<file path="config.mk">
export PLATFORM = sky130hd
export DESIGN_NAME = ts_jitter_fifo
export DESIGN_NICKNAME = d
export VERILOG_FILES = /design/src/rtl/ts_fifo_pkg.sv /design/src/rtl/ts_store.sv /design/src/rtl/ts_ctrl.sv /design/src/rtl/ts_jitter_fifo.sv
export SDC_FILE = /design/constraint.sdc
export NUM_CORES = 1
export LEC_CHECK = 0
export BUFFER_PORTS_ARGS = -buffer_cell sky130_fd_sc_hd__buf_2
export CORE_MARGIN = 2
export CORE_UTILIZATION = 40
export DETAILED_ROUTE_END_ITERATION = 10
export GPL_ROUTABILITY_DRIVEN = 0
export GPL_TIMING_DRIVEN = 0
export SKIP_LAST_GASP = 1
export SYNTH_ARGS = -nofsm -noshare
export SYNTH_HDL_FRONTEND = slang
export SYNTH_SLANG_ARGS = --single-unit
</file>
<file path="constraint.sdc">
create_clock -name clk -period 4.4 [get_ports clk]
set_input_delay 0.44 -clock clk [delete_from_list [all_inputs] [get_ports clk]]
set_output_delay 0.44 -clock clk [all_outputs]
set_load 0.01 [all_outputs]
</file>
<file path="src/rtl/ts_fifo_pkg.sv">
package ts_fifo_pkg;
  typedef enum logic {ST_FILL, ST_RUN} fill_state_e;

  // occupancy after one cycle of push/pop
  function automatic int unsigned fill_next(int unsigned fill, logic push, logic pop);
    return fill + (push ? 1 : 0) - (pop ? 1 : 0);
  endfunction

  // circular pointer advance for any depth
  function automatic int unsigned ptr_next(int unsigned ptr, int unsigned depth);
    return (ptr == depth - 1) ? 0 : ptr + 1;
  endfunction
endpackage

</file>
<file path="src/rtl/ts_store.sv">
module ts_store #(
  parameter int TS_W  = 4,
  parameter int DEPTH = 8,
  localparam int AW   = (DEPTH > 1) ? $clog2(DEPTH) : 1
) (
  input  logic            clk,
  input  logic            we,
  input  logic [AW-1:0]   waddr,
  input  logic [TS_W-1:0] wdata,
  input  logic [AW-1:0]   raddr,
  output logic [TS_W-1:0] rdata
);
  logic [TS_W-1:0] mem [DEPTH];

  always_ff @(posedge clk) begin
    if (we) mem[waddr] <= wdata;
  end

  assign rdata = mem[raddr];
endmodule

</file>
<file path="src/rtl/ts_ctrl.sv">
module ts_ctrl
  import ts_fifo_pkg::*;
#(
  parameter int DEPTH   = 8,
  parameter int PREFILL = 5,
  localparam int AW     = (DEPTH > 1) ? $clog2(DEPTH) : 1,
  localparam int CW     = $clog2(DEPTH + 1)
) (
  input  logic          clk,
  input  logic          rst_n,
  input  logic          wr_ok,
  input  logic          rd_req,
  output logic          push,
  output logic          pop,
  output logic          overflow_ev,
  output logic          underflow_ev,
  output logic [AW-1:0] waddr,
  output logic [AW-1:0] raddr,
  output logic [CW-1:0] count,
  output logic          running
);
  fill_state_e state, state_nxt;
  logic          restart;
  logic [CW-1:0] count_nxt;

  assign running      = (state == ST_RUN);
  assign underflow_ev = running && rd_req && (count == '0);
  assign overflow_ev  = wr_ok && (count == CW'(DEPTH)) && !underflow_ev;
  assign restart      = underflow_ev || overflow_ev;
  assign pop          = running && rd_req && (count != '0) && !restart;
  assign push         = wr_ok && !restart;

  always_comb begin
    count_nxt = restart ? '0 : CW'(fill_next(int'(count), push, pop));
    state_nxt = state;
    if (restart) state_nxt = ST_FILL;
    else if (state == ST_FILL && int'(count_nxt) >= PREFILL) state_nxt = ST_RUN;
  end

  always_ff @(posedge clk) begin
    if (!rst_n) begin
      state <= ST_FILL;
      count <= '0;
      waddr <= '0;
      raddr <= '0;
    end else begin
      state <= state_nxt;
      count <= count_nxt;
      if (restart) begin
        waddr <= '0;
        raddr <= '0;
      end else begin
        if (push) waddr <= AW'(ptr_next(int'(waddr), DEPTH));
        if (pop)  raddr <= AW'(ptr_next(int'(raddr), DEPTH));
      end
    end
  end


  count_bound_chk: assert property (@(posedge clk) disable iff (!rst_n)
    int'(count) <= DEPTH);


  gated_stable_chk: assert property (@(posedge clk) disable iff (!rst_n)
    (!wr_ok && !pop && !underflow_ev) |=> (count == $past(count)));


  refill_chk: assert property (@(posedge clk) disable iff (!rst_n)
    (!running && !restart) |=> (running == (int'(count) >= PREFILL)));
endmodule

</file>
<file path="src/rtl/ts_jitter_fifo.sv">
module ts_jitter_fifo #(
  parameter int TS_W    = 4,
  parameter int DEPTH   = 8,
  parameter int PREFILL = 5
) (
  input  logic            clk,
  input  logic            rst_n,
  input  logic            ts_enable,
  input  logic            power_down,
  input  logic            wr_valid,
  input  logic [TS_W-1:0] wr_data,
  input  logic            rd_req,
  output logic [TS_W-1:0] rd_data,
  output logic            rd_valid,
  output logic            free_run,
  output logic            ovf_flag,
  output logic            unf_flag,
  input  logic            ovf_clr,
  input  logic            unf_clr
);
  localparam int AW = (DEPTH > 1) ? $clog2(DEPTH) : 1;
  localparam int CW = $clog2(DEPTH + 1);

  logic            wr_ok, push, pop, overflow_ev, underflow_ev, running;
  logic [AW-1:0]   waddr, raddr;
  logic [CW-1:0]   count;
  logic [TS_W-1:0] head;

  assign wr_ok    = wr_valid && ts_enable && !power_down;
  assign free_run = !running;

  ts_ctrl #(.DEPTH(DEPTH), .PREFILL(PREFILL)) u_ctrl (
    .clk(clk), .rst_n(rst_n), .wr_ok(wr_ok), .rd_req(rd_req),
    .push(push), .pop(pop), .overflow_ev(overflow_ev),
    .underflow_ev(underflow_ev), .waddr(waddr), .raddr(raddr),
    .count(count), .running(running)
  );

  ts_store #(.TS_W(TS_W), .DEPTH(DEPTH)) u_store (
    .clk(clk), .we(push), .waddr(waddr), .wdata(wr_data),
    .raddr(raddr), .rdata(head)
  );

  always_ff @(posedge clk) begin
    if (!rst_n) begin
      rd_data  <= '0;
      rd_valid <= 1'b0;
      ovf_flag <= 1'b0;
      unf_flag <= 1'b0;
    end else begin
      rd_valid <= pop;
      if (pop) rd_data <= head;
      ovf_flag <= overflow_ev  || (ovf_flag && !ovf_clr);
      unf_flag <= underflow_ev || (unf_flag && !unf_clr);
    end
  end


  fill_no_read_chk: assert property (@(posedge clk) disable iff (!rst_n)
    (free_run && rd_req) |=> !rd_valid);


  read_valid_chk: assert property (@(posedge clk) disable iff (!rst_n)
    pop |=> rd_valid);


  ovf_restart_chk: assert property (@(posedge clk) disable iff (!rst_n)
    overflow_ev |=> (free_run && ovf_flag && count == '0));


  unf_hold_chk: assert property (@(posedge clk) disable iff (!rst_n)
    underflow_ev |=> (free_run && unf_flag && !rd_valid && $stable(rd_data)));


  flag_sticky_chk: assert property (@(posedge clk) disable iff (!rst_n)
    (ovf_flag && !ovf_clr) |=> ovf_flag);
endmodule

</file>
==> results of run 1 <==
synth_stat cells, types with 2 or more instances:
library cell,number,share of area (%)
nor3b_2,4,2.3
edfxtp_1,32,44
inv_1,9,1.5
nand2_1,3,0.51
nor2_1,14,2.4
mux4_2,8,8.2
buf_4,2,0.68
nand3b_1,2,0.68
mux2i_1,8,3.6
nand2b_1,2,0.57
xnor2_1,2,0.80
nor2b_1,2,0.57
a21oi_1,8,1.8
nor3_1,2,0.46
dfxtp_1,18,16
ha_1,10,5.7
clkbuf_1,3,0.51
o21ai_0,4,0.91
per-stage QoR:
step,instance area [sq um],utilization (%),hold WS [ps],total power [mW]
after detailed placement,2380,45.7,479,0.786
final,2490,47.8,400,1.09
after floorplan,2190,-,500,0.728
after global placement,2380,45.7,467,0.773
after global routing,2490,47.8,393,1.15
after CTS,2490,47.8,392,1.10
power by group through the flow:
stage	combinational, mW	clock (mW)	sequential, mW
6_report	0.224	0.318	0.548
4_1_cts	0.228	0.329	0.548
5_1_grt	0.249	0.350	0.553
3_3_place_gp	0.216	0	0.557
3_5_place_dp	0.226	0	0.559
2_1_floorplan	0.169	0	0.559
layer usage:
layer,vias up,GRT usage (%),wire (um)
li1,610,-,-
met3,2,4.25,119
met4,0,4.21,16
met2,14,22.8,1970
met5,-,0,0
met1,605,17.7,1690
tightest hold or removal path: cells and delay by family:
kind	cells	cell delay (ps)
simple gates	1	80
buf+inv	1	70
compound gates	1	70
layout make-up:
type                    instances  share of cell area, %
well taps                      70                   3.52
multi-input cells              84                   32.2
flip-flops and latches         50                   53.1
clock inverters                 3                   1.71
inverters                      10                   1.61
plain buffers                   6                   1.26
clock buffers                   5                   2.77
repair buffers                 19                   3.82
kinds of logic (layout without fill, tap and decap cells):
family                   after synthesis  count (layout)  synth area share (%)
AND/OR/NAND/NOR                       36              36                  10.7
buffers and inverters                 16              43                  3.25
adder cells (fa/ha/maj)               11              11                  6.61
AO/OA/AOI/OAI                         19              19                  6.56
multiplexers                          16              16                  11.9
flip-flops                            50              50                  60.2
XOR/XNOR                               2               2                 0.798
state kept, by name (all words and copies together), names as in the netlist:
name,count
unf_flag,1
u_store.mem,32
rd_valid,1
u_ctrl.running,1
u_ctrl.waddr,3
u_ctrl.count,4
ovf_flag,1
rd_data,4
u_ctrl.raddr,3
final timing paths:
check	startpoint	slack [ps]	end	depth (start not counted)
setup reg to reg	u_ctrl.count[2]$_SDFF_PN0_	1550	u_ctrl.running$_SDFFE_PP0P_	13
hold reg to reg	unf_flag$_SDFF_PN0_	480	unf_flag$_SDFF_PN0_	2
hold / removal	unf_clr	400	unf_flag$_SDFF_PN0_	3
setup / recovery	u_ctrl.count[2]$_SDFF_PN0_	1550	u_ctrl.running$_SDFFE_PP0P_	13
==> results.json, run 1 <==
{
  "p_leak_nw": 0.869,
  "via_per_inst": 4.98,
  "worstPathArrival_ps": 3090,
  "power.share.switching_pct": 27.2,
  "cts_root_buffer": "clkbuf_8",
  "syn_inst": 150,
  "ir_drop_uv": 198,
  "clkPwrFrac_pct": 29.1,
  "place_inst": 239,
  "coreArea_sq_mm": 0.00520,
  "dp_slack_ps": 1530,
  "ys_seq_elements": 50,
  "path_cells": "inv_1, ha_1, nor3b_2, a311oi_4, inv_4, ha_1, inv_1, ha_1, fa_1, xnor2_1, a21oi_1, nor2_1, a21oi_1",
  "io_pins": 20,
  "relSlewSlack_pct": 35.5,
  "worst_ep_required_time_ps": 4640,
  "seqCellArea_sq_mm": 0.00132,
  "clkSlewWorstSetupHoldPaths_ps": 90,
  "slowest_stage": "a311oi_4",
  "crit_buf_inv": 3,
  "slew_viol_final": 0,
  "cts_hold_buf": 0,
  "grt.total_usage_pct": 13.9,
  "async_flop_share_pct": 0,
  "fillers": 477,
  "cts_tree": "done",
  "antenna_cells": 0,
  "vias": 1231,
  "yosysWarnings": 0,
  "tns_ps": 0,
  "final.setup_skew_ps": 8.67,
  "path_class": "register to register",
  "worstMarginPinSlew_ps": 958,
  "maxCapViolCount": 0,
  "cts_setup_buffers": 0,
  "power.density_mw_per_mm2": 438,
  "grt_max_degree": 17,
  "fin_crit_sh_pct": 64.9,
  "die_x_um": 78.1,
  "crit_path_end_kind": "register",
  "routed_wl_um": 3790,
  "cts_resized": 0,
  "cts_inserted_buffers": 5,
  "htree_levels": 2,
  "die_h_um": 78.1,
  "intPower_uw": 793,
  "syn-num-nets": 173,
  "grt_first_pass_wirelength_um": 6290,
  "grt_overflow_total": 0,
  "crit_top_cell": "ha_1",
  "rsz0062_at_grt": "false",
  "cts.sinks": 50,
  "ys.flop_type": "edfxtp_1",
  "cp_top_family": "adder cells",
  "hold_class": "input port to register",
  "max_freq_mhz": 350,
  "final_common_cell": "edfxtp_1",
  "final_cell_mix": "edfxtp_1 (32), buf_2 (20), dfxtp_1 (18)",
  "synth_edf_count": 32,
  "synthesis.area_sq_mm": 0.00219,
  "report.final.setup_viol": 0,
  "portBuffers": 19,
  "ant_nets": 0,
  "drtPass1Iterations": 4,
  "cp_max_fo": 5,
  "seqPwrFrac_pct": 50.3,
  "hpwl_um": 2930,
  "grt_pass1_vias": 1266,
  "antenna_found_initial": 0,
  "layout_setup_ws_ps": 1550,
  "multiInputGateArea_sq_um": 802,
  "combPwrFrac_pct": 20.6,
  "status": "completed",
  "drt-initial-drc-count": 61,
  "synth_area_per_cell_sq_um": 14.6,
  "nNetsFinal": 199,
  "ys_seq_area_share_pct": 60.2,
  "die-area_sq_mm": 0.00609,
  "syn2layout_area_growth_pct": 13.4,
  "start_util_pct": 42.2,
  "row_count": 26,
  "finalNonFillerCells": 247,
  "worst_path_largest_cell_delay_ps": 510,
  "switchingPower_uw": 297,
  "start_kind": "register",
  "routedWlPerCell_um": 15.4,
  "clockBufferDepth": 2,
  "drive_gt1_share_pct": 26.6,
  "hold_viol": 0,
  "finalCriticalPeriod_ps": 2850,
  "insertion_delay_ps": 300,
  "yosysUniqueCellTypes": 35,
  "remaining_drc_errors": 0
}
No activity file was read; power rests on OpenSTA's default activity.
==> inputs of run 2 (changes only) <==
--- a/config.mk
+++ b/config.mk
@@ -5,6 +5,7 @@
 export SDC_FILE = /design/constraint.sdc
 export NUM_CORES = 1
 export LEC_CHECK = 0
+export ABC_AREA = 1
 export BUFFER_PORTS_ARGS = -buffer_cell sky130_fd_sc_hd__buf_2
 export CORE_MARGIN = 2
 export CORE_UTILIZATION = 40
==> constraint.sdc (replaced) <==
create_clock -name clk -period 2.6 [get_ports clk]
set_input_delay 0.26 -clock clk [delete_from_list [all_inputs] [get_ports clk]]
set_output_delay 0.26 -clock clk [all_outputs]
set_load 0.01 [all_outputs]
==> run 2 against run 1 <==
Core utilization fell by 1.6 points. Non-clock buffer count rose by 1. Clock power rose by 43%. Critical path depth rose by 2. Setup slack got worse by 1400 ps. Sequential cell count did not move. Clock skew fell by 0.83 ps. Cell count rose by 48%. Register-to-register slack got worse by 1400 ps. Largest cell class unchanged.
==> results.json, run 2 <==
{
  "status": "completed",
  "hpwl_um": 3240,
  "cp_top_family": "adder cells",
  "vias": 1638,
  "antenna_found_initial": 0,
  "path_cells": "inv_1, ha_1, nand2_4, nor2_8, nor2_8, ha_1, inv_1, ha_1, fa_1, xnor2_2, nor2_1, nand2_1, nand2_1, nor2_1, nor2_1",
  "cts.sinks": 50,
  "ys_top_cells_by_count": "nand2_1 (73), inv_1 (43), edfxtp_1 (32)",
  "crit_buf_inv": 2,
  "grt_pass1_vias": 1490,
  "switchingPower_uw": 597,
  "r2r_setup_slack_ps": 190,
  "worstPathArrival_ps": 2620,
  "slew_viol_final": 0,
  "slowest_stage": "fa_1",
  "insertion_delay_ps": 310,
  "max_freq_mhz": 416,
  "synthTopCellsByArea": "edfxtp_1 (40%), dfxtp_1 (15%), nand2_1 (11%)",
  "ys.flop_type": "edfxtp_1",
  "die-area_sq_mm": 0.00663,
  "largest_reg_flops": 32,
  "maxCapViolCount": 0,
  "endpoint": "u_ctrl.running$_SDFFE_PP0P_",
  "remaining_drc_errors": 0,
  "die_x_um": 81.4,
  "yosysWarnings": 0,
  "hold_viol": 0,
  "reg_top3": "u_store.mem (32), rd_data (4), u_ctrl.count (4)",
  "relSlewSlack_pct": 67.3,
  "power.share.switching_pct": 31.8,
  "synth_area_per_cell_sq_um": 9.15,
  "drive_gt1_share_pct": 17.2,
  "report.final.setup_viol": 0,
  "cts_hold_buf": 0,
  "crit_cells": 15,
  "crit-reg2reg-capture": "u_ctrl.running$_SDFFE_PP0P_",
  "clkSlewWorstSetupHoldPaths_ps": 100,
  "final_common_cell": "nand2_1",
  "p_leak_nw": 1.20,
  "nNetsFinal": 313,
  "worstMarginPinSlew_ps": 491,
  "via_per_inst": 4.48,
  "layout_setup_ws_ps": 195,
  "yosysUniqueCellTypes": 29,
  "synth_edf_count": 32,
  "io_pins": 20,
  "async_flop_share_pct": 0,
  "max_flop_register": "u_store.mem",
  "final_cell_mix": "nand2_1 (73), inv_1 (43), edfxtp_1 (32)",
  "cts_root_buffer": "clkbuf_8",
  "portBuffers": 19,
  "total_power_mw": 1.88,
  "final.setup_skew_ps": 7.84,
  "yosysTopAreaCell": "edfxtp_1",
  "routed_wl_um": 4330,
  "cp_max_fo": 4,
  "synthesis.area_sq_mm": 0.00240,
  "power.density_mw_per_mm2": 696,
  "row_count": 28,
  "clockBufferDepth": 2,
  "clkPwrFrac_pct": 24.3,
  "seqPwrFrac_pct": 48.6,
  "fin_crit_sh_pct": 92.5,
  "grt_first_pass_wirelength_um": 7000,
  "syn2layout_area_growth_pct": 12.8,
  "design_area_sq_mm": 0.00270,
  "coreArea_sq_mm": 0.00585,
  "worst_ep_required_time_ps": 2810,
  "place_inst": 356,
  "synthDominantCellAreaShare_pct": 40.1,
  "finalNonFillerCells": 366,
  "syn-num-nets": 285,
  "rr_startpoint": "u_ctrl.count[2]$_SDFF_PN0_",
  "intPower_mw": 1.28,
  "antenna_cells": 0,
  "worst_path_largest_cell_delay_ps": 420,
  "start_util_pct": 41.0,
  "tns_ps": 0,
  "cts_inserted_buffers": 5,
  "dp_slack_ps": 98.3,
  "die_h_um": 81.4,
  "grt.total_usage_pct": 14.5,
  "yosys.cell_count.top_type": "nand2_1",
  "ys_seq_elements": 50,
  "fillers": 543,
  "ys_seq_area_share_pct": 55.1,
  "drtPass1Iterations": 4,
  "htree_levels": 2,
  "drt-initial-drc-count": 130,
  "grt_max_degree": 17,
  "cts_tree": "done",
  "placed_area_sq_mm": 0.00258,
  "start_kind": "register",
  "setup.worst_path.start": "u_ctrl.count[2]$_SDFF_PN0_",
  "hold_class": "input port to register",
  "crit_path_end_kind": "register",
  "syn_inst": 262,
  "routedWlPerCell_um": 11.8,
  "combPwrFrac_pct": 27.1,
  "finalCriticalPeriod_ps": 2410,
  "path_class": "register to register",
  "ant_nets": 0,
  "grt_overflow_total": 0,
  "reg2reg_depth": 15,
  "ir_drop_uv": 439
}
run 2: cell count changes in the layout (fill, tap and decap cells not counted), moves of 3 or more:
| cell | change |
|---|---|
| inv_1 | +34 |
| mux2i_1 | -8 |
| mux4_2 | -8 |
| nand2_1 | +70 |
| nand3_1 | +26 |
| nor2_1 | +9 |
| nor3b_2 | -4 |
| o21ai_0 | -3 |
run 2: worst min-delay path by stage:
| stage | from | endpoint | slack (ps) | cells after the start |
|---|---|---|---|---|
| 2_1_floorplan | wr_data[0] | u_store.mem[0][0]$_DFFE_PP_ | 360 | 0 |
| 3_3_place_gp | rd_data[0]$_SDFFE_PN0P_ | rd_data[0]$_SDFFE_PN0P_ | 450 | 2 |
| 3_5_place_dp | rd_data[2]$_SDFFE_PN0P_ | rd_data[2]$_SDFFE_PN0P_ | 450 | 2 |
| 4_1_cts | unf_clr | unf_flag$_SDFF_PN0_ | 180 | 4 |
| 5_1_grt | unf_clr | unf_flag$_SDFF_PN0_ | 200 | 4 |
| 6_report | unf_clr | unf_flag$_SDFF_PN0_ | 180 | 4 |
run 2: through the flow:
| step | hold slack [ps] | util, % |
|---|---|---|
| after floorplan | 359 | - |
| after global placement | 448 | 44.2 |
| after detailed placement | 453 | 44.2 |
| after CTS | 185 | 45.7 |
| after global routing | 197 | 46.2 |
| final | 184 | 46.2 |
run 2: cells by family (layout without fill, tap and decap cells):
kind of cell,after synthesis,count (layout),share of synthesized area [%]
AO/OA/AOI/OAI,12,12,2.82
XOR/XNOR,1,1,0.366
adder cells (fa/ha/maj),11,11,6.06
buffers and inverters,51,80,8.98
flip-flops,50,50,55.1
AND/OR/NAND/NOR,137,137,26.6
run 2: final cells by class:
cell class                      count  area (sq um)  share of cell area (%)
Clock buffer                        5          68.8                    2.55
Multi-Input combinational cell    161           875                    32.3
Tap cell                           75          93.8                    3.47
Clock inverter                      3          20.0                   0.740
Sequential cell                    50          1320                    48.9
Inverter                           46           183                    6.76
Timing Repair Buffer               21           110                    4.07
Buffer                              5          32.5                    1.20
run 2: power groups by stage:
| stage | combinational (mW) | sequential, mW | clock [mW] |
|---|---|---|---|
| floorplan | 0.382 | 0.935 | 0 |
| global placement | 0.477 | 0.932 | 0 |
| detailed placement | 0.486 | 0.934 | 0 |
| CTS | 0.487 | 0.915 | 0.467 |
| global route | 0.585 | 0.920 | 0.494 |
| finish | 0.510 | 0.915 | 0.456 |
run 2: layer usage:
layer | part of all wire [%] | vias to the layer above | global-route usage, %
met5 | 0 | - | 0
met4 | 1.8 | 0 | 6.10
met2 | 49 | 30 | 24.0
met3 | 4.0 | 7 | 3.33
li1 | - | 883 | -
met1 | 45 | 718 | 18.2
run 2: worst register-to-register path, stage by stage (launching register included):
cell	delay (ps)
dfxtp_1	310
inv_1	100
ha_1	210
nand2_4	90
nor2_8	140
nor2_8	60
ha_1	270
inv_1	40
ha_1	200
fa_1	430
xnor2_2	180
nor2_1	60
nand2_1	60
nand2_1	40
nor2_1	80
nor2_1	40
run 2: repair_timing:
item / CTS / global route
resized for setup: 0 / 2
buffers inserted: 0 / 2
endpoints found under the setup margin: 0 / 1
==> inputs of run 3 (changes only) <==
--- a/config.mk
+++ b/config.mk
@@ -12,6 +12,7 @@
 export DETAILED_ROUTE_END_ITERATION = 10
 export GPL_ROUTABILITY_DRIVEN = 0
 export GPL_TIMING_DRIVEN = 0
+export PLACE_DENSITY_LB_ADDON = 0.15
 export SKIP_LAST_GASP = 1
 export SYNTH_ARGS = -nofsm -noshare
 export SYNTH_HDL_FRONTEND = slang
==> run 3 against run 2 <==
Clock power decreased by 4%. Core utilization decreased by 0.28 points. Sequential cell count unchanged. Setup slack improved by 54 ps.
==> results.json, run 3 (same netlist as run 2, synthesis figures left out) <==
{
  "antenna_found_initial": 0,
  "htree_levels": 2,
  "die-area_sq_mm": 0.00663,
  "min_from": "unf_clr",
  "fillers": 575,
  "report.final.setup_viol": 0,
  "start_util_pct": 41.0,
  "grt_overflow_total": 0,
  "grt_max_degree": 15,
  "cts_tree": "done",
  "worstMarginPinSlew_ps": 511,
  "clkSlewWorstSetupHoldPaths_ps": 90,
  "drtPass1Iterations": 5,
  "power.density_mw_per_mm2": 690,
  "cts_inserted_buffers": 5,
  "slowest_stage": "fa_1",
  "final_common_cell": "nand2_1",
  "ant_nets": 0,
  "setup.worst_path.start": "u_ctrl.count[2]$_SDFF_PN0_",
  "max_freq_mhz": 425,
  "worstPathArrival_ps": 2550,
  "tns_ps": 0,
  "hold_class": "input port to register",
  "insertion_delay_ps": 300,
  "grt-busiest-layer": "met2",
  "crit_path_end_kind": "register",
  "nNetsFinal": 312,
  "seqCellArea_sq_mm": 0.00132,
  "hold_viol": 0,
  "finalCriticalPeriod_ps": 2350,
  "cts.sinks": 50,
  "final_cell_mix": "nand2_1 (73), inv_1 (43), edfxtp_1 (32)",
  "largest_reg_flops": 32,
  "routedWlPerCell_um": 12.1,
  "grt_first_pass_wirelength_um": 7400,
  "status": "completed",
  "use_met3_pct": 3.33,
  "start_kind": "register",
  "ir_drop_uv": 387,
  "cts_root_buffer": "clkbuf_8",
  "final.setup_skew_ps": 4.25,
  "via_per_inst": 4.51,
  "relSlewSlack_pct": 65.9,
  "cp_max_fo": 7,
  "vias": 1647,
  "routed_wl_um": 4410,
  "grt.total_usage_pct": 15.4,
  "remaining_drc_errors": 0,
  "rsz0062_at_grt": "false",
  "met2_usage_pct": 23.9,
  "path_class": "register to register",
  "die_h_um": 81.4,
  "drt-initial-drc-count": 79,
  "p_leak_nw": 1.19,
  "io_pins": 20,
  "path_cells": "inv_1, ha_1, nand3_4, nand3_4, ha_1, inv_1, ha_1, fa_1, xnor2_2, nor2_1, nand2_1, nand2_1, nor2_1, nor2_1",
  "drive_gt1_share_pct": 16.2,
  "fin_crit_sh_pct": 90.4,
  "hpwl_um": 3260,
  "die_x_um": 81.4,
  "maxCapViolCount": 0,
  "slew_viol_final": 0,
  "worst_path_largest_cell_delay_ps": 410,
  "max_flop_register": "u_store.mem",
  "row_count": 28,
  "multiInputGateArea_sq_um": 875,
  "cts_hold_buf": 0,
  "rr_startpoint": "u_ctrl.count[2]$_SDFF_PN0_",
  "use_met1_pct": 21.0,
  "antenna_cells": 0,
  "syn2layout_area_growth_pct": 12.2,
  "worst_ep_required_time_ps": 2800,
  "reg_top3": "u_store.mem (32), rd_data (4), u_ctrl.count (4)",
  "worst_hold_slack_ps": 203,
  "coreArea_sq_mm": 0.00585,
  "grt_pass1_vias": 1506,
  "portBuffers": 19,
  "clockBufferDepth": 2
}
-- run 3: cell count changes in the layout (fill, tap and decap cells not counted), sizes merged --
cell,change
buf,-1
clkbuf,+3
clkinv,-1
clkinvlp,-1
inv,-1
-- run 3: final cells by class --
type	count	share of cell area [%]
sequential	50	49.2
tap	75	3.49
clock buffer	8	2.98
multi-input combinational	161	32.5
timing repair buffer	20	3.82
inverter	46	6.80
buffer	5	1.21
-- run 3: repair_timing --
item                       in CTS  in global routing
setup endpoints to repair       0                  1
resized for setup               0                  2
buffers inserted                0                  1
-- run 3: through the flow --
step | power, mW | setup WS [ps] | cell area (sq um) | utilization (%) | std cells
after floorplan | 1.32 | 315 | 2400 | - | 262
after global placement | 1.41 | 141 | 2580 | 44.2 | 356
after detailed placement | 1.42 | 110 | 2580 | 44.2 | 356
after CTS | 1.86 | 111 | 2670 | 45.6 | 364
after global routing | 2.00 | 31.8 | 2690 | 45.9 | 365
final | 1.85 | 248 | 2690 | 45.9 | 365
-- run 3: power by group --
part	internal, mW	switching (mW)	leakage (nW)	total (mW)
combinational	0.200	0.299	0.720	0.500
clock	0.192	0.247	0.0395	0.439
sequential	0.890	0.0249	0.434	0.915
total	1.28	0.571	1.19	1.85
-- run 3: worst paths after layout --
check,end,slack [ps],cells after the start
setup / recovery,u_ctrl.running$_SDFFE_PP0P_,250,14
setup reg to reg,u_ctrl.running$_SDFFE_PP0P_,250,14
hold reg to reg,rd_data[0]$_SDFFE_PN0P_,460,2
hold / removal,unf_flag$_SDFF_PN0_,200,4
-- run 3: per-layer routing --
metal,vias to the layer above,wire [um]
met3,6,138
li1,876,-
met5,-,0
met1,745,2160
met4,0,63
met2,20,2050
-- run 3: worst max-delay path: cells and delay by family (launching register included) --
kind	cells	cell delay, ps
AND/OR/NAND/NOR	7	520
adder cells (fa/ha/maj)	4	1150
XOR/XNOR	1	160
flip-flops	1	310
buffers and inverters	2	100
